==> src/rtl/iodec_pkg.sv <==
package iodec_pkg;
   localparam int unsigned DEC_LINES = 10;

   typedef struct packed {
      logic rd;
      logic wr;
   } iodec_cyc_t;

   function automatic logic in_card_space(input int unsigned base, input int unsigned win_bits);
      return (base >= 32'h200) && (base + (32'd1 << win_bits) <= 32'h400);
   endfunction
endpackage

==> src/rtl/iodec_cycle_qual.sv <==
module iodec_cycle_qual
   import iodec_pkg::*;
(
   input  logic       aen,
   input  logic       ior_n,
   input  logic       iow_n,
   output iodec_cyc_t cyc
);
   always_comb begin
      cyc.rd = !aen && !ior_n && iow_n;
      cyc.wr = !aen && !iow_n && ior_n;
   end

   always_comb begin
      assert_one_dir_R4: assert (!(cyc.rd && cyc.wr));
   end
endmodule

==> src/rtl/iodec_window.sv <==
module iodec_window
   import iodec_pkg::*;
#(
   parameter int unsigned ADDR_W    = 16,
   parameter int unsigned BASE      = 32'h300,
   parameter int unsigned WIN_BITS  = 5,
   parameter int unsigned BANK_BITS = 4,
   parameter bit          BANKED    = 1'b1
) (
   input  logic [ADDR_W-1:0]    addr,
   output logic                 hit,
   output logic [BANK_BITS-1:0] bank,
   output logic [WIN_BITS-1:0]  off
);
   localparam int unsigned UP_LO = DEC_LINES + BANK_BITS;
   localparam logic [DEC_LINES-1:0] BASE_L = DEC_LINES'(BASE);

   logic low_hit;

   if (BASE % (1 << WIN_BITS) != 0) begin : g_chk_align
      $error("window base must be aligned to the window size");
   end
   if (!in_card_space(BASE, WIN_BITS)) begin : g_chk_space
      $error("window must lie in the add-on card range 200h..3FFh");
   end
   if (BANKED && ADDR_W <= UP_LO) begin : g_chk_width
      $error("address too narrow for banked decode");
   end

   assign low_hit = (addr[DEC_LINES-1:WIN_BITS] == BASE_L[DEC_LINES-1:WIN_BITS]);
   assign off     = addr[WIN_BITS-1:0];

   if (BANKED) begin : g_banked
      assign bank = addr[UP_LO-1:DEC_LINES];
      assign hit  = low_hit && (addr[ADDR_W-1:UP_LO] == '0);
   end else begin : g_flat
      assign bank = '0;
      assign hit  = low_hit;
   end
endmodule

==> src/rtl/iodec_index.sv <==
module iodec_index #(
   parameter int unsigned IDX_W = 3,
   localparam int unsigned NREG = 1 << IDX_W
) (
   input  logic             clk,
   input  logic             rst_n,
   input  logic             ld,
   input  logic [IDX_W-1:0] din,
   input  logic             dat_rd,
   input  logic             dat_wr,
   output logic [IDX_W-1:0] idx_q,
   output logic [NREG-1:0]  reg_rd,
   output logic [NREG-1:0]  reg_wr
);
   if (IDX_W < 1 || IDX_W > 6) begin : g_chk_idx
      $error("index width out of range");
   end

   always_ff @(posedge clk or negedge rst_n) begin
      if (!rst_n) idx_q <= '0;
      else if (ld) idx_q <= din;
   end

   for (genvar r = 0; r < NREG; r++) begin : g_reg
      assign reg_rd[r] = dat_rd && (idx_q == IDX_W'(r));
      assign reg_wr[r] = dat_wr && (idx_q == IDX_W'(r));
   end

   assert_idx_hold_R6: assert property (@(posedge clk) disable iff (!rst_n)
      !ld |=> $stable(idx_q));
   assert_reg_onehot_R8: assert property (@(posedge clk) disable iff (!rst_n)
      $onehot0({reg_rd, reg_wr}));
   assert_reg_needs_access_R8: assert property (@(posedge clk) disable iff (!rst_n)
      (reg_rd != '0) |-> dat_rd);
endmodule

==> src/rtl/legacy_io_decoder.sv <==
module legacy_io_decoder
   import iodec_pkg::*;
#(
   parameter int unsigned ADDR_W    = 16,
   parameter int unsigned BASE      = 32'h300,
   parameter int unsigned WIN_BITS  = 5,
   parameter int unsigned BANK_BITS = 4,
   parameter bit          BANKED    = 1'b1,
   parameter int unsigned IDX_W     = 3,
   parameter int unsigned IDX_BANK  = 0,
   parameter int unsigned IDX_OFF   = 0,
   parameter int unsigned DAT_OFF   = 1,
   localparam int unsigned NBANK    = 1 << BANK_BITS,
   localparam int unsigned NREG     = 1 << IDX_W
) (
   input  logic                 clk,
   input  logic                 rst_n,
   input  logic [ADDR_W-1:0]    addr,
   input  logic                 aen,
   input  logic                 ior_n,
   input  logic                 iow_n,
   input  logic [IDX_W-1:0]     idx_wdata,
   output logic [NBANK-1:0]     bank_sel,
   output logic [WIN_BITS-1:0]  port_off,
   output logic                 rd_stb,
   output logic                 wr_stb,
   output logic                 idx_oe,
   output logic [IDX_W-1:0]     idx_q,
   output logic [NREG-1:0]      reg_rd,
   output logic [NREG-1:0]      reg_wr
);
   if (IDX_BANK >= NBANK || IDX_OFF == DAT_OFF ||
       IDX_OFF >= (1 << WIN_BITS) || DAT_OFF >= (1 << WIN_BITS)) begin : g_chk_pair
      $error("index/data pair placement invalid");
   end

   iodec_cyc_t           cyc;
   logic                 hit;
   logic [BANK_BITS-1:0] bank;
   logic                 pair_bank;
   logic                 at_idx;
   logic                 at_dat;

   iodec_cycle_qual u_qual (
      .aen   (aen),
      .ior_n (ior_n),
      .iow_n (iow_n),
      .cyc   (cyc)
   );

   iodec_window #(
      .ADDR_W    (ADDR_W),
      .BASE      (BASE),
      .WIN_BITS  (WIN_BITS),
      .BANK_BITS (BANK_BITS),
      .BANKED    (BANKED)
   ) u_win (
      .addr (addr),
      .hit  (hit),
      .bank (bank),
      .off  (port_off)
   );

   assign rd_stb    = cyc.rd && hit;
   assign wr_stb    = cyc.wr && hit;
   assign pair_bank = (bank == BANK_BITS'(IDX_BANK));
   assign at_idx    = pair_bank && (port_off == WIN_BITS'(IDX_OFF));
   assign at_dat    = pair_bank && (port_off == WIN_BITS'(DAT_OFF));
   assign idx_oe    = rd_stb && at_idx;

   for (genvar b = 0; b < NBANK; b++) begin : g_bank
      assign bank_sel[b] = (rd_stb || wr_stb) && (bank == BANK_BITS'(b));
   end

   iodec_index #(.IDX_W(IDX_W)) u_idx (
      .clk    (clk),
      .rst_n  (rst_n),
      .ld     (wr_stb && at_idx),
      .din    (idx_wdata),
      .dat_rd (rd_stb && at_dat),
      .dat_wr (wr_stb && at_dat),
      .idx_q  (idx_q),
      .reg_rd (reg_rd),
      .reg_wr (reg_wr)
   );

   assert_aen_blocks_R1: assert property (@(posedge clk) disable iff (!rst_n)
      aen |-> !rd_stb && !wr_stb && (bank_sel == '0));
   assert_rd_needs_strobe_R1: assert property (@(posedge clk) disable iff (!rst_n)
      rd_stb |-> !ior_n && iow_n);
   assert_bank_onehot_R3: assert property (@(posedge clk) disable iff (!rst_n)
      $onehot0(bank_sel));
   assert_both_low_R4: assert property (@(posedge clk) disable iff (!rst_n)
      (!ior_n && !iow_n) |-> !rd_stb && !wr_stb);
   assert_oe_read_only_R7: assert property (@(posedge clk) disable iff (!rst_n)
      idx_oe |-> rd_stb && !wr_stb);
endmodule

==> config.mk <==
export PLATFORM = sky130hd
export DESIGN_NAME = legacy_io_decoder
export DESIGN_NICKNAME = d
export VERILOG_FILES = /design/src/rtl/iodec_pkg.sv /design/src/rtl/iodec_cycle_qual.sv /design/src/rtl/iodec_window.sv /design/src/rtl/iodec_index.sv /design/src/rtl/legacy_io_decoder.sv
export SDC_FILE = /design/constraint.sdc
export NUM_CORES = 1
export LEC_CHECK = 0
export ABC_CLOCK_PERIOD_IN_PS = 5900
export BUFFER_PORTS_ARGS = -buffer_cell sky130_fd_sc_hd__clkbuf_2
export CORE_UTILIZATION = 37
export CTS_CLUSTER_SIZE = 28
export DETAILED_ROUTE_END_ITERATION = 7
export PLACE_DENSITY_LB_ADDON = 0.2
export SLEW_MARGIN = 20
export SYNTH_ARGS = -nofsm -noshare
export SYNTH_HDL_FRONTEND = slang
export SYNTH_HIERARCHICAL = 1
export SYNTH_SLANG_ARGS = --single-unit
==> constraint.sdc <==
create_clock -name clk -period 5.9 [get_ports clk]
set_clock_uncertainty 0.1 [all_clocks]
set_input_delay 1.77 -clock clk [delete_from_list [all_inputs] [get_ports clk]]
set_output_delay 1.77 -clock clk [all_outputs]
set_load 0.03 [all_outputs]
==> results.md <==
* Number of global-route vias before repair at 623
* Ratio of final minimum period to clock period at 93.93%
* DR pass1 iterations at 6
* Largest net degree at the start of global routing at 19
* Worst hold slack at 0.7808 ns
* DP HPWL at 1360 um
* Worst hold path class: reg -> reg
* Max Cap Viol at 0
* Worst Hold Path Cells at 1
* Status: complete, but fails checks
* Routed via count at 799
* Power share of the clock group at 45.8%
* Pint at 0.05524 mW
* Slew at the pin closest to its max-slew limit at 0.7033 ns
* Startpoint types: input pin
* GRT Total Usage at 17.71%
* Crit-path cells: clkbuf_2, or4_4, nor3_1, nor4b_2, clkbuf_2
* Post-Route WL at 1759 um
* DRT antenna net count at 0
* Initial Util at 40.69%
* Unrepaired setup endpoints after global routing: false
* CP Max Fanout at 11
* Htree depth at 1
* Pwr per Cell Area at 86.22 nW/um^2
* CTS clk-pin slew, worst paths at 0.03 ns
* Final Hold Fails at 0
* # clock sinks at 3
* Root buf cell: clkbuf_4
* RR Endpoint: u_idx/idx_q[2]$_DFFE_PN0P_
* Die Area at 1884 sq um
* Arr. time, crit path at 3.67 ns
* Seq/Total Area, Yosys at 11.83%
* Remaining DRCs at 8
* Worst r2r path cells at 1
* Worst IR Drop VDD at 0.1049 mV
* DRT iter0 DRCs at 24
* Warnings, synthesis at 6
* Post-Syn Area at 634.4 sq um
* Worst path most repeated cell: clkbuf_2
* Met3 Routed Length at 119 um
* Combinational share of power at 27.9%
* CP endpoint kind: primary output
* Syn Nets at 101
* TritonCTS clock tree: built
* Drt wl/cell at 11.65 um
* Proportion of layout cells with a drive suffix above 1 at 62.22%
* Mapped Cells at 77
* Cell Rows at 14
* Final setup fails at 0
* Initial antenna violation count at 0
* Critical path type: in -> out
* First-pass GRT wire length at 2628 um
* Largest register by flop count: u_idx/idx_q
* Hold-fix buffers, CTS at 0
* CP Data Required Time at 4.03 ns
* Clock buffer depth at 2
* Sw Pwr at 0.02351 mW
* Setup_tns at 0 ns
* CP delay by family, top: simple AND/OR/NAND/NOR gates
* Post-cts resize count at 0
* Total power draw at 0.07875 mW
* Flops & latches, synth at 3
* Worst-skew pair later-pin latency at 0.23 ns
* Die Y-Extent at 43.41 um
* Num ports at 67
* Die Wd at 43.41 um
* Failing checks: DRC
* Leak Pwr at 0.5023 nW
* Final min period at 5.542 ns
* Worst R2R Start: u_idx/idx_q[2]$_DFFE_PN0P_
* Metal2 WL at 810 um
* Hold Path Sink: u_idx/idx_q[1]$_DFFE_PN0P_
* Yosys cell types at 25
* Worst path bufs/invs at 2
* Total CTS buffers at 3
* Grt ovf at 0
* R2R Setup Slk at 4.80 ns
* Switch share at 29.85%
* Diodes inserted at 0
* Slew headroom at 52.75%
* Via density at 5.291
* Max frequency at 0.1805 GHz
* Top Metal Used: met3
* Pre-CTS WS at 0.3875 ns
* Largest register FFs at 3
* Core area at 1559 sq um
* Max stage delay on crit path at 0.60 ns
* Synth Area per Inst at 8.238 sq um
* Total Nets Final at 160
* Area grow syn2layout at 43.98%
* Gpl congestion at 0.8107
* Final worst-path setup slack at 0.3583 ns
* Largest regs: u_idx/idx_q: 3 flops
* Setup bufs post-CTS at 0
* Worst Min Path Start: u_idx/idx_q[1]$_DFFE_PN0P_
* Routed length on met1 at 828 um
* Max-slew violations at 0
* Flop pwr share at 26.3%
* IO buf count at 66
* Slowest CP cell: nor3_1
synthesized netlist by cell type (all sizes together):
cell / instances / share of area, %
mux2: 3 / 5.3
buf: 13 / 17
and4b: 6 / 9.5
nor4b: 3 / 6.1
inv: 2 / 1.2
or4: 2 / 3.0
and3: 1 / 0.99
dfrtp: 3 / 12
nor3b: 2 / 2.4
o211ai: 1 / 1.2
o2111ai: 1 / 1.4
nand3: 2 / 1.6
and4bb: 6 / 12
nor3: 10 / 7.9
nand2b: 3 / 3.0
nand2: 3 / 1.8
o21ai: 1 / 0.79
nor4: 6 / 5.9
clkbuf: 1 / 0.59
or2: 1 / 0.99
and4: 2 / 2.8
nor2: 5 / 3.0
how the worst max path moves through the flow:
stage                  start        end  slack (ns)  cells past startpoint
finish              addr[11]  reg_wr[0]        0.36                      5
global route        addr[15]  reg_rd[0]        0.14                      7
CTS                 addr[11]  reg_wr[0]        0.39                      5
detailed placement  addr[11]  reg_wr[0]        0.39                      5
global placement    addr[11]  reg_wr[0]        0.48                      5
floorplan            addr[1]  reg_rd[0]        0.47                      4
layout by cell type, fill, tap and decap left out, drive strengths merged:
master	synthesis	layout
nand3	2	2
nor4b	3	3
nand2b	3	3
and4bb	6	6
or2	1	1
nor4	6	6
o21ai	1	1
or4	2	2
inv	2	2
and4	2	2
nor3b	2	2
mux2	3	3
o211ai	1	1
and4b	6	6
and3	1	1
clkbuf	1	70
nor2	5	5
nor3	10	10
buf	13	2
nand2	3	3
dfrtp	3	3
o2111ai	1	1
stage by stage:
step | area, sq um | util (%) | cells
final | 913.4 | 58.59 | 151
after global routing | 913.4 | 58.59 | 151
after detailed placement | 887.1 | 56.90 | 147
after floorplan | 634.4 | - | 77
after global placement | 887.1 | 56.90 | 147
after CTS | 913.4 | 58.59 | 151
area by class of cell:
class,instances,area (sq um)
clock buffers,4,26.28
fillers,163,645.6
inverters,2,7.507
multi-input cells,58,439.2
flip-flops and latches,3,75.07
well taps,16,20.02
repair buffers,68,345.3
cell families after synthesis:
kind of cell,after synthesis,share of synthesized area [%]
muxes,3,5.325
AOI/OAI and AO/OA,3,3.353
DFF,3,11.83
and+or+nand+nor,52,60.56
buffers and inverters,16,18.93
power by group through the flow:
stage          registers, mW  logic, mW  clock network, mW
2_1_floorplan         0.0210     0.0151                  0
3_3_place_gp          0.0210     0.0216                  0
3_5_place_dp          0.0210     0.0220                  0
4_1_cts               0.0207     0.0221             0.0371
5_1_grt               0.0207     0.0239             0.0408
6_report              0.0207     0.0220             0.0361
metal layers:
metal / vias to the layer above / track usage (%)
li1: 408 / -
met1: 349 / 25.58
met2: 42 / 27.27
met3: 0 / 3.750
met4: 0 / 3.750
met5: - / 0
Power figures use the tool's default switching activity.
